`src/rtl/dsp_pool_pkg.sv`:
```
package dsp_pool_pkg;

    localparam int CTRL_W  = 3;
    localparam int BIT_RST = 0;
    localparam int BIT_IRQ = 1;
    localparam int BIT_SEL = 2;

    typedef struct packed {
        logic sel;
        logic irq;
        logic rst;
    } port_ctrl_t;

    localparam port_ctrl_t CTRL_RESET = '{sel: 1'b0, irq: 1'b0, rst: 1'b1};

    function automatic port_ctrl_t bits_to_ctrl(input logic [CTRL_W-1:0] b);
        port_ctrl_t c;
        c.rst = b[BIT_RST];
        c.irq = b[BIT_IRQ];
        c.sel = b[BIT_SEL];
        return c;
    endfunction

endpackage

```
`src/rtl/port_ctrl_regs.sv`:
```
module port_ctrl_regs
    import dsp_pool_pkg::*;
#(
    parameter int N_PORTS = 8,
    parameter int ADDR_W  = 6
) (
    input  logic                 clk,
    input  logic                 rst,
    input  logic                 wr_en,
    input  logic [ADDR_W-1:0]    addr,
    input  logic [CTRL_W-1:0]    wbits,
    output logic [N_PORTS-1:0]   rst_o,
    output logic [N_PORTS-1:0]   irq_o,
    output logic [N_PORTS-1:0]   sel_o
);
    localparam int IDX_W = (N_PORTS > 1) ? $clog2(N_PORTS) : 1;
    localparam logic [ADDR_W-1:0] LIMIT = ADDR_W'(N_PORTS);

    logic              wr_hit;
    logic [IDX_W-1:0]  widx;
    port_ctrl_t        ctrl_q [N_PORTS];

    assign wr_hit = wr_en && (addr < LIMIT);
    assign widx   = addr[IDX_W-1:0];

    for (genvar k = 0; k < N_PORTS; k++) begin : g_port
        always_ff @(posedge clk) begin
            if (rst) begin
                ctrl_q[k] <= CTRL_RESET;
            end else if (wr_hit && (widx == IDX_W'(k))) begin
                ctrl_q[k] <= bits_to_ctrl(wbits);
            end else if (wr_hit && wbits[BIT_SEL]) begin
                ctrl_q[k].sel <= 1'b0;
            end
        end
        assign rst_o[k] = ctrl_q[k].rst;
        assign irq_o[k] = ctrl_q[k].irq;
        assign sel_o[k] = ctrl_q[k].sel;
    end


    sel_onehot_chk: assert property (@(posedge clk) disable iff (rst)
        $onehot0(sel_o));


    unmapped_write_chk: assert property (@(posedge clk) disable iff (rst)
        (wr_en && !(addr < LIMIT)) |=> $stable({rst_o, irq_o, sel_o}));


    reset_state_chk: assert property (@(posedge clk) disable iff (rst)
        $past(rst) |-> (&rst_o && !(|irq_o) && !(|sel_o)));

endmodule

```
`src/rtl/flag_sync.sv`:
```
module flag_sync #(
    parameter int N_PORTS = 8
) (
    input  logic               clk,
    input  logic               rst,
    input  logic [N_PORTS-1:0] flag_i,
    output logic [N_PORTS-1:0] status_o,
    output logic               irq_o
);
    logic [N_PORTS-1:0] meta_q;
    logic [N_PORTS-1:0] sync_q;
    logic               irq_q;

    always_ff @(posedge clk) begin
        if (rst) begin
            meta_q <= '0;
            sync_q <= '0;
            irq_q  <= 1'b0;
        end else begin
            meta_q <= flag_i;
            sync_q <= meta_q;
            irq_q  <= |sync_q;
        end
    end

    assign status_o = sync_q;
    assign irq_o    = irq_q;


    irq_source_chk: assert property (@(posedge clk) disable iff (rst)
        irq_o |-> $past(|flag_i, 3));

endmodule

```
`src/rtl/rd_mux.sv`:
```
module rd_mux
    import dsp_pool_pkg::*;
#(
    parameter int N_PORTS = 8,
    parameter int ADDR_W  = 6,
    parameter int DATA_W  = 32
) (
    input  logic               clk,
    input  logic               rst,
    input  logic               rd_en,
    input  logic [ADDR_W-1:0]  addr,
    input  logic [N_PORTS-1:0] rst_i,
    input  logic [N_PORTS-1:0] irq_i,
    input  logic [N_PORTS-1:0] sel_i,
    input  logic [N_PORTS-1:0] status_i,
    output logic [DATA_W-1:0]  rdata_o
);
    localparam int IDX_W = (N_PORTS > 1) ? $clog2(N_PORTS) : 1;
    localparam logic [ADDR_W-1:0] STAT_OFF = ADDR_W'(N_PORTS);

    logic [IDX_W-1:0]  ridx;
    logic [DATA_W-1:0] word;
    logic [DATA_W-1:0] rdata_q;

    assign ridx = addr[IDX_W-1:0];

    always_comb begin
        word = '0;
        if (addr < STAT_OFF) begin
            word[BIT_RST] = rst_i[ridx];
            word[BIT_IRQ] = irq_i[ridx];
            word[BIT_SEL] = sel_i[ridx];
        end else if (addr == STAT_OFF) begin
            word[N_PORTS-1:0] = status_i;
        end
    end

    always_ff @(posedge clk) begin
        if (rst)        rdata_q <= '0;
        else if (rd_en) rdata_q <= word;
        else            rdata_q <= '0;
    end

    assign rdata_o = rdata_q;


    idle_zero_chk: assert property (@(posedge clk) disable iff (rst)
        !$past(rd_en) |-> (rdata_o == '0));

endmodule

```
`src/rtl/dsp_pool_ctrl.sv`:
```
module dsp_pool_ctrl
    import dsp_pool_pkg::*;
#(
    parameter int N_PORTS = 8,
    parameter int ADDR_W  = 6,
    parameter int DATA_W  = 32
) (
    input  logic               clk,
    input  logic               rst,
    input  logic               wr_en,
    input  logic               rd_en,
    input  logic [ADDR_W-1:0]  addr,
    input  logic [DATA_W-1:0]  wdata,
    output logic [DATA_W-1:0]  rdata,
    input  logic [N_PORTS-1:0] dsp_flag,
    output logic [N_PORTS-1:0] dsp_rst,
    output logic [N_PORTS-1:0] dsp_irq,
    output logic [N_PORTS-1:0] dsp_sel,
    output logic               host_irq
);
    logic [N_PORTS-1:0] status;
    logic               unused_wdata;

    assign unused_wdata = ^wdata[DATA_W-1:CTRL_W];

    port_ctrl_regs #(.N_PORTS(N_PORTS), .ADDR_W(ADDR_W)) regs_i (
        .clk   (clk),
        .rst   (rst),
        .wr_en (wr_en),
        .addr  (addr),
        .wbits (wdata[CTRL_W-1:0]),
        .rst_o (dsp_rst),
        .irq_o (dsp_irq),
        .sel_o (dsp_sel)
    );

    flag_sync #(.N_PORTS(N_PORTS)) sync_i (
        .clk      (clk),
        .rst      (rst),
        .flag_i   (dsp_flag),
        .status_o (status),
        .irq_o    (host_irq)
    );

    rd_mux #(.N_PORTS(N_PORTS), .ADDR_W(ADDR_W), .DATA_W(DATA_W)) rd_i (
        .clk      (clk),
        .rst      (rst),
        .rd_en    (rd_en),
        .addr     (addr),
        .rst_i    (dsp_rst),
        .irq_i    (dsp_irq),
        .sel_i    (dsp_sel),
        .status_i (status),
        .rdata_o  (rdata)
    );

endmodule

```
`config.mk`:
```
export PLATFORM = sky130hd
export DESIGN_NAME = dsp_pool_ctrl
export DESIGN_NICKNAME = d
export VERILOG_FILES = /design/src/rtl/dsp_pool_pkg.sv /design/src/rtl/port_ctrl_regs.sv /design/src/rtl/flag_sync.sv /design/src/rtl/rd_mux.sv /design/src/rtl/dsp_pool_ctrl.sv
export SDC_FILE = /design/constraint.sdc
export NUM_CORES = 1
export LEC_CHECK = 0
export ABC_AREA = 1
export BUFFER_PORTS_ARGS = -buffer_cell sky130_fd_sc_hd__buf_2
export CAP_MARGIN = 20
export CORE_UTILIZATION = 35
export CTS_CLUSTER_DIAMETER = 60
export CTS_CLUSTER_SIZE = 40
export DETAILED_ROUTE_END_ITERATION = 7
export HOLD_SLACK_MARGIN = 0.05
export PLACE_DENSITY = 0.61
export SETUP_SLACK_MARGIN = 0.4
export SLEW_MARGIN = 15
export SYNTH_ARGS = -nofsm -noshare
export SYNTH_HDL_FRONTEND = slang
export SYNTH_HIERARCHICAL = 1
export SYNTH_SLANG_ARGS = --single-unit
```
`constraint.sdc`:
```
create_clock -name clk -period 2.32 [get_ports clk]
set_input_delay 0.696 -clock clk [delete_from_list [all_inputs] [get_ports clk]]
set_output_delay 0.696 -clock clk [all_outputs]
set_load 0.02 [all_outputs]
```
==> results_dict.tcl, run 1 <==
set metrics [dict create \
    die_w_um 84.9 \
    clk_pin_slew_worst_paths_ns 0.09 \
    power_switching_w 0.000479 \
    drt_iter0_markers 149 \
    crit_fanout 2 \
    fin_crit_ns 1.63 \
    clock_sinks 49 \
    p_sw_share_pct 28.1 \
    status "complete, but fails checks" \
    worst_path_max_delay_cell "edfxtp_1" \
    post-route-util_pct 41.7 \
    hold_viol 0 \
    final.fill_count 697 \
    cts_resized 0 \
    cts_setup_buffers 0 \
    totalPowerFinal_w 0.00170 \
    cts_buffers 5 \
    timing.setup.tns_ns 0 \
    clkLatencyLatePin_ns 0.30 \
    timing.max_cap.violations 0 \
    seq_area_frac_synth_pct 50.7 \
    nNetsFinal 402 \
    drive_above_1_share_pct 22.1 \
    grt_antenna_before_repair 0 \
    critPathLaunchType "flop" \
    first_pass_iters 6 \
    worstPathArrival_ns 0.93 \
    required_ns 1.62 \
    pwr-share-seq_pct 56.4 \
    dp.cells 422 \
    grt_remaining_overflow 0 \
    combPwrFrac_pct 14.3 \
    wl_per_cell_um 11.4 \
    slew_viol_final 0 \
    max_freq_ghz 0.614 \
    skew_ns 0.00345 \
    htreeDepth 2 \
    fin_cells 430 \
    ir_drop_mv 0.257 \
    critical-path-top-delay-family "flip-flops" \
    numPortBuffers 53 \
    root_buffer "clkbuf_8" \
    mostFrequentLayoutCells "nand2_1, buf_2, nor2_1" \
    final_common_cell "nand2_1" \
    synthesis.area_um2 2410 \
    grt_pass1_vias 1774 \
    path_buf_inv 1 \
    via_per_inst 4.30 \
    ys_warn_count 6 \
    placementRows 29 \
    fin_crit_sh_pct 70.2 \
    violations "design-rule violations" \
    power.density_nw_per_um2 629 \
    drc_errors 5 \
    min-delay-path-class "reg2reg" \
    crit_path_end_kind "output pin" \
    num_antenna_cells 0 \
    cts_tree "built" \
    cpPeakStageDelay_ns 0.45 \
    hpwl_mm 3.72 \
    clkPwrFrac_pct 29.2 \
    r2r_slack_ns 1.35 \
    crit_type "reg2out" \
    drt_wl_total_mm 4.89 \
    postCtsHoldBufs 0 \
    ys_ff_latch 49 \
    grt_pass1_wl_mm 8.07 \
    avgSynthCellArea_um2 8.05 \
    dieArea_um2 7210 \
    syn_inst 299 \
    fp.dieH_um 84.9 \
    track_usage_pct 14.4 \
    setup_viol 0 \
    cts_buffer_depth 2 \
    syn_to_final_growth_pct 12.6 \
    place_congestion 0.808 \
    coreArea_um2 6490 \
    rsz0062_at_grt "false" \
    p_int_w 0.00122 \
    grt_max_degree 33 \
    start_util_pct 37.1 \
    detail-route-antenna-nets 0 \
    ios 107 \
    yosysUniqueCellTypes 18 \
    vias 1851 \
    path_cells "buf_2" \
    p_leak_nw 1.37 \
]
power by group through the flow:
stage / combinational [W] / clock, W / sequential (W)
global placement: 0.000240 / 0 / 0.000983
global route: 0.000271 / 0.000550 / 0.000968
floorplan: 0.000170 / 0 / 0.00101
finish: 0.000244 / 0.000498 / 0.000962
CTS: 0.000244 / 0.000519 / 0.000963
detailed placement: 0.000243 / 0 / 0.000983
per-layer routing:
layer | up-vias | GRT usage [%] | part of all wire, %
met4 | 0 | 6.16 | 1.2
met1 | 803 | 18.8 | 45
met2 | 68 | 23.7 | 47
met5 | - | 0 | 0
li1 | 975 | - | -
met3 | 5 | 2.53 | 6.9
cell usage after synthesis (all sizes together):
cell / instances / area share, %
nand2: 61 / 9.7
nor2: 56 / 9.5
inv: 53 / 8.3
nand3: 38 / 8.9
buf: 31 / 10
dfxtp: 25 / 21
edfxtp: 24 / 30
nand4: 8 / 2.1
clkbuf: 2 / 0.31
conb: 1 / 0.16
worst paths after layout:
path                                            from                            end  cells past startpoint
hold reg to reg          sync_i/meta_q[6]$_SDFF_PP0_  sync_i/status_o[6]$_SDFF_PP0_                      2
setup reg to reg  regs_i/ctrl_q[1][11]$_SDFFCE_PP0P_     rd_i/rdata_o[2]$_SDFF_PP0_                      6
hold / removal           sync_i/meta_q[6]$_SDFF_PP0_  sync_i/status_o[6]$_SDFF_PP0_                      2
setup / recovery   regs_i/ctrl_q[0][1]$_SDFFCE_PN0P_                     dsp_irq[0]                      1
cells by family (layout without fill, tap and decap cells):
kind of cell	Yosys count	in the layout	share of synthesized area [%]
buffers and inverters	86	117	18.9
other	1	24	0.156
AND/OR/NAND/NOR	163	163	30.2
flip-flops	49	49	50.7
final cells by class:
type	count	area [um^2]	area share, %
sequential	49	1220	45.1
multi-input combinational	187	817	30.1
timing repair buffer	56	288	10.6
inverter	53	199	7.34
tap	77	96.3	3.55
clock buffer	5	68.8	2.54
clock inverter	3	20.0	0.739
state kept, by name, indices dropped and copies added (netlist names):
name	cells
sync_i/irq_o	1
rd_i/rdata_o	8
sync_i/status_o	8
regs_i/ctrl_q	24
sync_i/meta_q	8
stage by stage:
stage / setup WS, ns / hold WS [ns] / area [um^2]
finish: 0.690 / 0.404 / 2710
global route: 0.665 / 0.430 / 2710
CTS: 0.687 / 0.401 / 2710
detailed placement: 0.412 / 0.393 / 2620
global placement: 0.438 / 0.395 / 2620
floorplan: 0.766 / 0.388 / 2490
Power figures use the tool's default switching activity.
==> run 2: changes to the inputs <==
Settings changed: PLACE_DENSITY 0.61 to 0.64.
Clock period 2.32 ns to 1.37 ns, I/O delays scaled along.
==> results_dict.tcl, run 2 (synthesis results as in run 1) <==
set metrics [dict create \
    crit_path_end_kind "output pin" \
    final.fill_count 498 \
    cts_buffers 5 \
    fin_crit_sh_pct 97.7 \
    r2r_end "rd_i/rdata_o[2]$_SDFF_PP0_" \
    ir_drop_mv 0.415 \
    timing.setup.tns_ns 0 \
    ios 107 \
    nNetsFinal 443 \
    min-delay-path-class "in2reg" \
    critical-path-top-delay-family "flip-flops" \
    mostFrequentLayoutCells "buf_6, inv_1, nand2_1, nor2_1" \
    fin_crit_ns 1.34 \
    clock_sinks 49 \
    die_w_um 84.9 \
    detail-route-antenna-nets 0 \
    largest_reg_flops 24 \
    place_congestion 0.833 \
    grt_pass1_vias 1963 \
    drt_wl_total_mm 6.87 \
    rr_worst_depth 8 \
    grt_max_degree 17 \
    worst_pin_slew_ns 0.520 \
    htreeDepth 2 \
    clk_pin_slew_worst_paths_ns 0.10 \
    crit_fanout 2 \
    relSlewSlack_pct 65.3 \
    p_leak_nw 1.82 \
    track_usage_pct 16.5 \
    worstPathArrival_ns 0.93 \
    clkLatencyLatePin_ns 0.30 \
    drt_iter0_markers 177 \
    path_buf_inv 1 \
    dieArea_um2 7210 \
    violations "design-rule violations" \
    hpwl_mm 3.84 \
    num_antenna_cells 0 \
    worstReg2RegStart "regs_i/ctrl_q[0][8]$_SDFFCE_PP0P_" \
    worst_path_max_delay_cell "edfxtp_1" \
    skew_ns 0.00531 \
    first_pass_iters 6 \
    min_path_cells 3 \
    multi_input_area_um2 1340 \
    postCtsHoldBufs 0 \
    power.density_nw_per_um2 841 \
    timing.max_cap.violations 0 \
    drc_errors 6 \
    holdWs_ns 0.303 \
    grt_remaining_overflow 0 \
    cpPeakStageDelay_ns 0.44 \
    placementRows 29 \
    r2r_slack_ns 0.23 \
    post-route-util_pct 61.2 \
    root_buffer "clkbuf_8" \
    hold_viol 0 \
    max_freq_ghz 0.747 \
    syn_to_final_growth_pct 65.2 \
    rsz0062_at_grt "true" \
    cts_tree "built" \
    slew_viol_final 0 \
    status "complete, but fails checks" \
    coreArea_um2 6490 \
    cts_buffer_depth 2 \
    path_cells "buf_2" \
    start_util_pct 37.1 \
    via_per_inst 4.72 \
    vias 2221 \
    setup_viol 0 \
    seqCellArea_um2 1230 \
    required_ns 0.96 \
    numPortBuffers 53 \
    final_common_cell "buf_6" \
    fp.dieH_um 84.9 \
    grt_antenna_before_repair 0 \
    grt_pass1_wl_mm 9.21 \
    wl_per_cell_um 14.6 \
    drive_above_1_share_pct 53.3 \
    hold_start "dsp_flag[7]" \
    hold_end "sync_i/meta_q[7]$_SDFF_PP0_" \
    crit_type "reg2out" \
    regMostFlops "regs_i/ctrl_q" \
    critPathLaunchType "flop" \
]
-- run 2: changes by cell type in the layout (fill, tap and decap cells not counted), moves of 11 or more --
cell     previous run  this run
nand3_1            33        10
buf_4               3        24
nor2_1             53        30
nor2_2              1        12
buf_6               0        44
nor2_4              2        14
buf_2              53        18
nand2_4             0        14
nand3_2             5        20
nand2_1            59        30
-- run 2: where the power goes --
group	internal [W]	switching (W)
logic	0.000300	0.000442
clock network	0.000474	0.000486
registers	0.00160	0.0000406
-- run 2: through the flow --
step                std cells  instance area (um^2)  power [W]  worst slack [ns]
floorplan                 322                  2560    0.00202             0.129
global placement          433                  2780    0.00211            -0.273
detailed placement        433                  2780    0.00212            -0.265
CTS                       455                  3460    0.00320            0.0549
global route              471                  3980    0.00348            0.0118
finish                    471                  3980    0.00334            0.0317
-- run 2: repair_timing --
item,CTS,global route
buffers inserted,12,15
endpoints found under the setup margin,89,89
pin swaps,19,28
resized for setup,122,102
cloned,2,1
-- run 2: area by class of cell --
type                       instances  share of cell area (%)
clock buffer                       6                    2.36
clock inverter                     2                   0.346
inverter                          53                    6.13
multi-input combinational        187                    33.6
sequential                        49                    31.0
tap                               77                    2.42
timing repair buffer              96                    24.0
timing repair inverter             1                   0.220
-- run 2: how the worst max path moves through the flow --
stage / from / depth (start not counted) / endpoint
floorplan: addr[3] / 6 / regs_i/ctrl_q[1][10]$_SDFFCE_PN0P_
global placement: addr[3] / 6 / regs_i/ctrl_q[1][2]$_SDFFCE_PP0P_
detailed placement: addr[3] / 6 / regs_i/ctrl_q[1][2]$_SDFFCE_PP0P_
CTS: regs_i/ctrl_q[0][0]$_SDFFCE_PN1P_ / 1 / dsp_rst[0]
global route: regs_i/ctrl_q[0][8]$_SDFFCE_PP0P_ / 1 / dsp_sel[2]
finish: regs_i/ctrl_q[0][8]$_SDFFCE_PP0P_ / 1 / dsp_sel[2]
-- run 2: layer usage --
layer	routed length (um)	share of wire (%)	GRT usage, %	vias to the layer above
met3	433	6.3	4.09	24
met4	229	3.3	7.86	0
met5	0	0	0	-
met2	3520	51	27.6	91
li1	-	-	-	1065
met1	2690	39	19.9	1041
